`src/rtl/dd_pkg.sv`:
```
package dd_pkg;

  localparam int NUM_UNITS = 7;
  localparam int UNIT_W    = 3;
  localparam int CLS_W     = 3;
  localparam int NUM_SLOTS = 2;

  typedef enum logic [CLS_W-1:0] {
    CLS_INT = 3'd0,
    CLS_FP  = 3'd1,
    CLS_LS  = 3'd2,
    CLS_SR  = 3'd3,
    CLS_VP  = 3'd4,
    CLS_VA  = 3'd5
  } cls_e;

  typedef enum logic [UNIT_W-1:0] {
    U_IU1  = 3'd0,
    U_IU2  = 3'd1,
    U_FPU  = 3'd2,
    U_LSU  = 3'd3,
    U_SRU  = 3'd4,
    U_VPU  = 3'd5,
    U_VALU = 3'd6
  } unit_e;

  typedef struct packed {
    logic              found;
    logic [UNIT_W-1:0] idx;
  } pick_t;

  // Pick a target unit for one instruction among the still-free units.
  function automatic pick_t f_pick_unit(logic [CLS_W-1:0] cls, logic md,
                                        logic [NUM_UNITS-1:0] free);
    pick_t p;
    p = '{found: 1'b0, idx: '0};
    case (cls)
      CLS_INT: begin
        if (free[U_IU1])            p = '{found: 1'b1, idx: U_IU1};
        else if (!md && free[U_IU2]) p = '{found: 1'b1, idx: U_IU2};
      end
      CLS_FP:  if (free[U_FPU])  p = '{found: 1'b1, idx: U_FPU};
      CLS_LS:  if (free[U_LSU])  p = '{found: 1'b1, idx: U_LSU};
      CLS_SR:  if (free[U_SRU])  p = '{found: 1'b1, idx: U_SRU};
      CLS_VP:  if (free[U_VPU])  p = '{found: 1'b1, idx: U_VPU};
      CLS_VA:  if (free[U_VALU]) p = '{found: 1'b1, idx: U_VALU};
      default: p = '{found: 1'b0, idx: '0};
    endcase
    return p;
  endfunction

  function automatic logic [NUM_UNITS-1:0] f_onehot(logic [UNIT_W-1:0] idx);
    logic [NUM_UNITS-1:0] m;
    m = '0;
    for (int k = 0; k < NUM_UNITS; k++) m[k] = (idx == UNIT_W'(k));
    return m;
  endfunction

endpackage

```
`src/rtl/dd_slot_eval.sv`:
```
module dd_slot_eval
  import dd_pkg::*;
#(
  parameter int DST_W = 2,
  parameter int REN_W = 6,
  parameter int CQ_W  = 5
) (
  input  logic                 go_in,
  input  logic                 vld,
  input  logic [CLS_W-1:0]     cls,
  input  logic [DST_W-1:0]     ndst,
  input  logic                 md,
  input  logic [NUM_UNITS-1:0] free_in,
  input  logic [REN_W-1:0]     ren_in,
  input  logic [CQ_W-1:0]      cq_in,
  output logic                 go,
  output logic [UNIT_W-1:0]    idx,
  output logic [NUM_UNITS-1:0] claim,
  output logic [NUM_UNITS-1:0] free_out,
  output logic [REN_W-1:0]     ren_out,
  output logic [CQ_W-1:0]      cq_out
);

  pick_t pick;
  logic  ren_fits;
  logic  cq_fits;

  always_comb begin
    pick     = f_pick_unit(cls, md, free_in);
    ren_fits = REN_W'(ndst) <= ren_in;
    cq_fits  = cq_in != '0;
    go       = go_in & vld & pick.found & ren_fits & cq_fits;
    idx      = go ? pick.idx : '0;
    claim    = go ? f_onehot(pick.idx) : '0;
    free_out = free_in & ~claim;
    ren_out  = go ? ren_in - REN_W'(ndst) : ren_in;
    cq_out   = go ? cq_in - CQ_W'(1) : cq_in;
  end

endmodule

```
`src/rtl/dd_grant_pack.sv`:
```
module dd_grant_pack
  import dd_pkg::*;
#(
  parameter int DST_W = 2,
  parameter int REN_W = 6
) (
  input  logic [NUM_SLOTS-1:0] go,
  input  logic [DST_W-1:0]     ndst0,
  input  logic [DST_W-1:0]     ndst1,
  output logic [1:0]           pop,
  output logic [1:0]           push,
  output logic [REN_W-1:0]     ren_alloc
);

  always_comb begin
    pop       = {1'b0, go[0]} + {1'b0, go[1]};
    push      = pop;
    ren_alloc = (go[0] ? REN_W'(ndst0) : '0) + (go[1] ? REN_W'(ndst1) : '0);
  end

endmodule

```
`src/rtl/dual_dispatch_ctrl.sv`:
```
module dual_dispatch_ctrl
  import dd_pkg::*;
#(
  parameter int DST_W = 2,
  parameter int REN_W = 6,
  parameter int CQ_W  = 5
) (
  input  logic                 clk_i,
  input  logic                 rst_i,
  input  logic                 slot0_vld_i,
  input  logic [2:0]           slot0_cls_i,
  input  logic [DST_W-1:0]     slot0_ndst_i,
  input  logic                 slot0_md_i,
  input  logic                 slot1_vld_i,
  input  logic [2:0]           slot1_cls_i,
  input  logic [DST_W-1:0]     slot1_ndst_i,
  input  logic                 slot1_md_i,
  input  logic [6:0]           unit_free_i,
  input  logic [REN_W-1:0]     ren_free_i,
  input  logic [CQ_W-1:0]      cq_free_i,
  output logic [1:0]           grant_o,
  output logic [2:0]           slot0_unit_o,
  output logic [2:0]           slot1_unit_o,
  output logic [1:0]           iq_pop_o,
  output logic [1:0]           cq_push_o,
  output logic [REN_W-1:0]     ren_alloc_o
);

  logic                 s_vld  [NUM_SLOTS];
  logic [CLS_W-1:0]     s_cls  [NUM_SLOTS];
  logic [DST_W-1:0]     s_ndst [NUM_SLOTS];
  logic                 s_md   [NUM_SLOTS];

  logic                 ch_go   [NUM_SLOTS+1];
  logic [NUM_UNITS-1:0] ch_free [NUM_SLOTS+1];
  logic [REN_W-1:0]     ch_ren  [NUM_SLOTS+1];
  logic [CQ_W-1:0]      ch_cq   [NUM_SLOTS+1];

  logic [UNIT_W-1:0]    s_idx   [NUM_SLOTS];
  logic [NUM_UNITS-1:0] s_claim [NUM_SLOTS];
  logic [NUM_SLOTS-1:0] slot_go;

  // Named events for the checker.
  logic [NUM_UNITS-1:0] claim_mask;
  logic                 slot1_charged;

  always_comb begin
    s_vld[0]  = slot0_vld_i;  s_vld[1]  = slot1_vld_i;
    s_cls[0]  = slot0_cls_i;  s_cls[1]  = slot1_cls_i;
    s_ndst[0] = slot0_ndst_i; s_ndst[1] = slot1_ndst_i;
    s_md[0]   = slot0_md_i;   s_md[1]   = slot1_md_i;
    ch_go[0]   = ~rst_i;
    ch_free[0] = unit_free_i;
    ch_ren[0]  = ren_free_i;
    ch_cq[0]   = cq_free_i;
  end

  for (genvar s = 0; s < NUM_SLOTS; s++) begin : g_slot
    dd_slot_eval #(.DST_W(DST_W), .REN_W(REN_W), .CQ_W(CQ_W)) u_eval (
      .go_in    (ch_go[s]),
      .vld      (s_vld[s]),
      .cls      (s_cls[s]),
      .ndst     (s_ndst[s]),
      .md       (s_md[s]),
      .free_in  (ch_free[s]),
      .ren_in   (ch_ren[s]),
      .cq_in    (ch_cq[s]),
      .go       (ch_go[s+1]),
      .idx      (s_idx[s]),
      .claim    (s_claim[s]),
      .free_out (ch_free[s+1]),
      .ren_out  (ch_ren[s+1]),
      .cq_out   (ch_cq[s+1])
    );
    assign slot_go[s] = ch_go[s+1];
  end

  assign claim_mask    = s_claim[0] | s_claim[1];
  assign slot1_charged = slot_go[1];

  dd_grant_pack #(.DST_W(DST_W), .REN_W(REN_W)) u_pack (
    .go        (slot_go),
    .ndst0     (slot0_ndst_i),
    .ndst1     (slot1_ndst_i),
    .pop       (iq_pop_o),
    .push      (cq_push_o),
    .ren_alloc (ren_alloc_o)
  );

  assign grant_o      = slot_go;
  assign slot0_unit_o = s_idx[0];
  assign slot1_unit_o = s_idx[1];

endmodule

```
`config.mk`:
```
export PLATFORM = sky130hd
export DESIGN_NAME = dual_dispatch_ctrl
export DESIGN_NICKNAME = d
export VERILOG_FILES = /design/src/rtl/dd_pkg.sv /design/src/rtl/dd_slot_eval.sv /design/src/rtl/dd_grant_pack.sv /design/src/rtl/dual_dispatch_ctrl.sv
export SDC_FILE = /design/constraint.sdc
export NUM_CORES = 1
export LEC_CHECK = 0
export BUFFER_PORTS_ARGS = -buffer_cell sky130_fd_sc_hd__buf_4
export CORE_MARGIN = 1.5
export CORE_UTILIZATION = 49
export DETAILED_ROUTE_END_ITERATION = 16
export PLACE_DENSITY_LB_ADDON = 0.25
export SETUP_SLACK_MARGIN = 0.5
export SYNTH_ARGS = -nofsm -noshare
export SYNTH_HDL_FRONTEND = slang
export SYNTH_SLANG_ARGS = --single-unit
```
`constraint.sdc`:
```
create_clock -name vclk -period 14.1
set_input_delay 2.82 -clock vclk [all_inputs]
set_output_delay 2.82 -clock vclk [all_outputs]
set_load 0.01 [all_outputs]
```
==> results.yml <==
routing:
  via_per_inst: 5.89
  num_vias: 1019
  drc: 0
  ant_nets: 0
  drt-pass1-iter-count: 4
  wl_met1_um: 847
  wl_met3_um: 151
  drt_iter0_drc: 16
  highest_layer: "met4"
  wirelength_um: 2210
  wl_per_cell_um: 12.8
  wl_met2_um: 1180
power:
  vdd_drop_max_mv: 0.0154
  leakage_nw: 0.582
  p_total_uw: 25.7
  p_per_area_mw_per_mm2: 22.5
sta:
  fin_crit_ps: 9380
  worst_slack_ps: 4720
  fin_crit_sh_pct: 66.6
  setup_tns_ps: 0
  hold_viol: 0
  drv_slew: 0
  fmax_mhz: 107
  rsz0062_at_grt: "false"
  finalSetupViolCount: 0
placed_design:
  dp_hpwl_um: 1940
  gp_congestion: 0.838
  pre_cts_ws_ps: 4710
  io_buffers: 48
cells_and_area:
  n_antenna_cell: 0
  multi_input_area_um2: 702
  nets: 202
  final_util_pct: 74.1
  syn2layout_area_growth_pct: 39.2
  clockBufferCount: 0
  seqCellArea_um2: 0
  flops_and_latches: 0
  drive_gt1_share_pct: 32.5
  n_fill_cell: 131
synth:
  yosys.area.top_type_share_pct: 10.7
  synthesis.area_um2: 821
  seq_area_frac_synth_pct: 0
  syn-mean-instance-area_um2: 7.02
  yosysTopAreaCell: "ha_1"
  ys_warn_count: 0
  synth_common_cells: "inv_1, nor2_1, nand2_1"
  synth.most_common_cell: "inv_1"
  ys_types: 46
  synthTopCellsByArea: "ha_1, inv_1, buf_4"
  syn_inst: 117
worst_hold_path:
  min_to: "ren_alloc_o[0]"
  min_path_type: "input port to primary output"
  min_from: "slot0_ndst_i[0]"
  min_path_cells: 4
clock_network:
  hold_buffers: 0
  cts_resized: 0
  post_cts_buffers: 0
setup_path:
  critPathLaunch: "ren_free_i[0]"
  cp_data_arrival_time_ps: 6560
  path_max_fanout: 6
  cp_common_cell: "inv_1"
  slowest_delay_ps: 520
  path_cells: "buf_4 > inv_1 > ha_1 > inv_1 > fa_1 > nor2_1 > and3_1 > nor2_1 > o21ai_1 > inv_1 > mux2i_1 > ha_1 > a21oi_1 > a2111oi_0 > or3_1 > a211oi_1 > ha_1 > inv_1 > fa_1 > inv_1 > buf_4"
  end_kind: "primary output"
  cp_slowest_cell: "fa_1"
  cp-start-kind: "input port"
  worst-endpoint-required_ps: 11280
  setup.worst_path.class: "input port to primary output"
global_route:
  grt_pass1_wl_um: 3600
  grt_pass1_vias: 933
  grt_max_degree: 13
  antenna_found_initial: 0
  grtUsageTotal_pct: 23.1
  grt-ovfl-total: 0
die:
  start_util_pct: 53.2
  coreArea_mm2: 0.00154
  std_cell_rows: 14
  die_w_um: 43.9
  ios: 52
  die-area_mm2: 0.00193
  die_h_um: 43.9
flow_run:
  max_cap_viol_count: 0
run_status:
  status: "finished, final reports clean"
==> placed cells by master (no fill, tap or decap), types with 2 or more instances in the layout <==
cell       Yosys  routed
buf_4          7      48
inv_1         16      16
nor2_1         9       9
nand2_1        8       8
ha_1           7       7
a21oi_1        6       6
nand2b_1       5       5
nor3_1         5       5
o21ai_0        4       4
nor2b_1        4       4
mux2i_1        3       3
conb_1         1       3
nand4bb_1      2       2
nand4b_1       2       2
o21ai_1        2       2
and2_1         2       2
and4b_1        2       2
or3_1          2       2
fa_1           2       2
==> critical path, delay by kind of cell <==
family	cells	cell delay (ps)
AO/OA/AOI/OAI	4	620
adder cells (fa/ha/maj)	5	1540
buffers and inverters	7	610
multiplexers	1	160
AND/OR/NAND/NOR	4	790
==> report_power, final <==
group / total (mW) / leakage, nW / switching (mW) / internal [mW]
sequential: 0 / 0 / 0 / 0
clock: 0 / 0 / 0 / 0
combinational: 0.0257 / 0.582 / 0.0124 / 0.0132
total: 0.0257 / 0.582 / 0.0124 / 0.0132
==> logic make-up (layout without fill, tap and decap cells) <==
kind of cell	after synthesis	count (layout)	share of synthesized area, %
other	1	3	0.457
AOI/OAI and AO/OA	30	30	29.0
buffers and inverters	26	64	15.4
and+or+nand+nor	47	47	34.6
adders and majority gates	9	9	15.5
muxes	4	4	5.03
==> final cells by class <==
class,count,share of cell area [%]
timing repair buffer,48,31.5
inverter,16,5.26
tap,16,1.75
multi-input combinational,93,61.4
==> per-stage QoR <==
step	cells	cell area [µm²]	hold WS (ps)
4_1_cts	173	1140	6060
5_1_grt	173	1140	6090
2_1_floorplan	119	828	5840
3_5_place_dp	173	1140	6060
3_3_place_gp	173	1140	6060
6_report	173	1140	6060
==> per-layer routing <==
| layer | vias to the layer above | track usage [%] |
|---|---|---|
| met5 | - | 0 |
| met4 | 0 | 3.64 |
| li1 | 502 | - |
| met2 | 55 | 46.2 |
| met1 | 458 | 27.2 |
| met3 | 4 | 0.417 |
==> how the worst max path moves through the flow <==
stage	to	slack, ps	depth (start not counted)
2_1_floorplan	ren_alloc_o[1]	5240	20
3_3_place_gp	ren_alloc_o[1]	4820	21
3_5_place_dp	ren_alloc_o[1]	4710	21
4_1_cts	ren_alloc_o[1]	4690	21
5_1_grt	ren_alloc_o[1]	4350	21
6_report	ren_alloc_o[1]	4720	21
No activity file was read; power rests on OpenSTA's default activity.
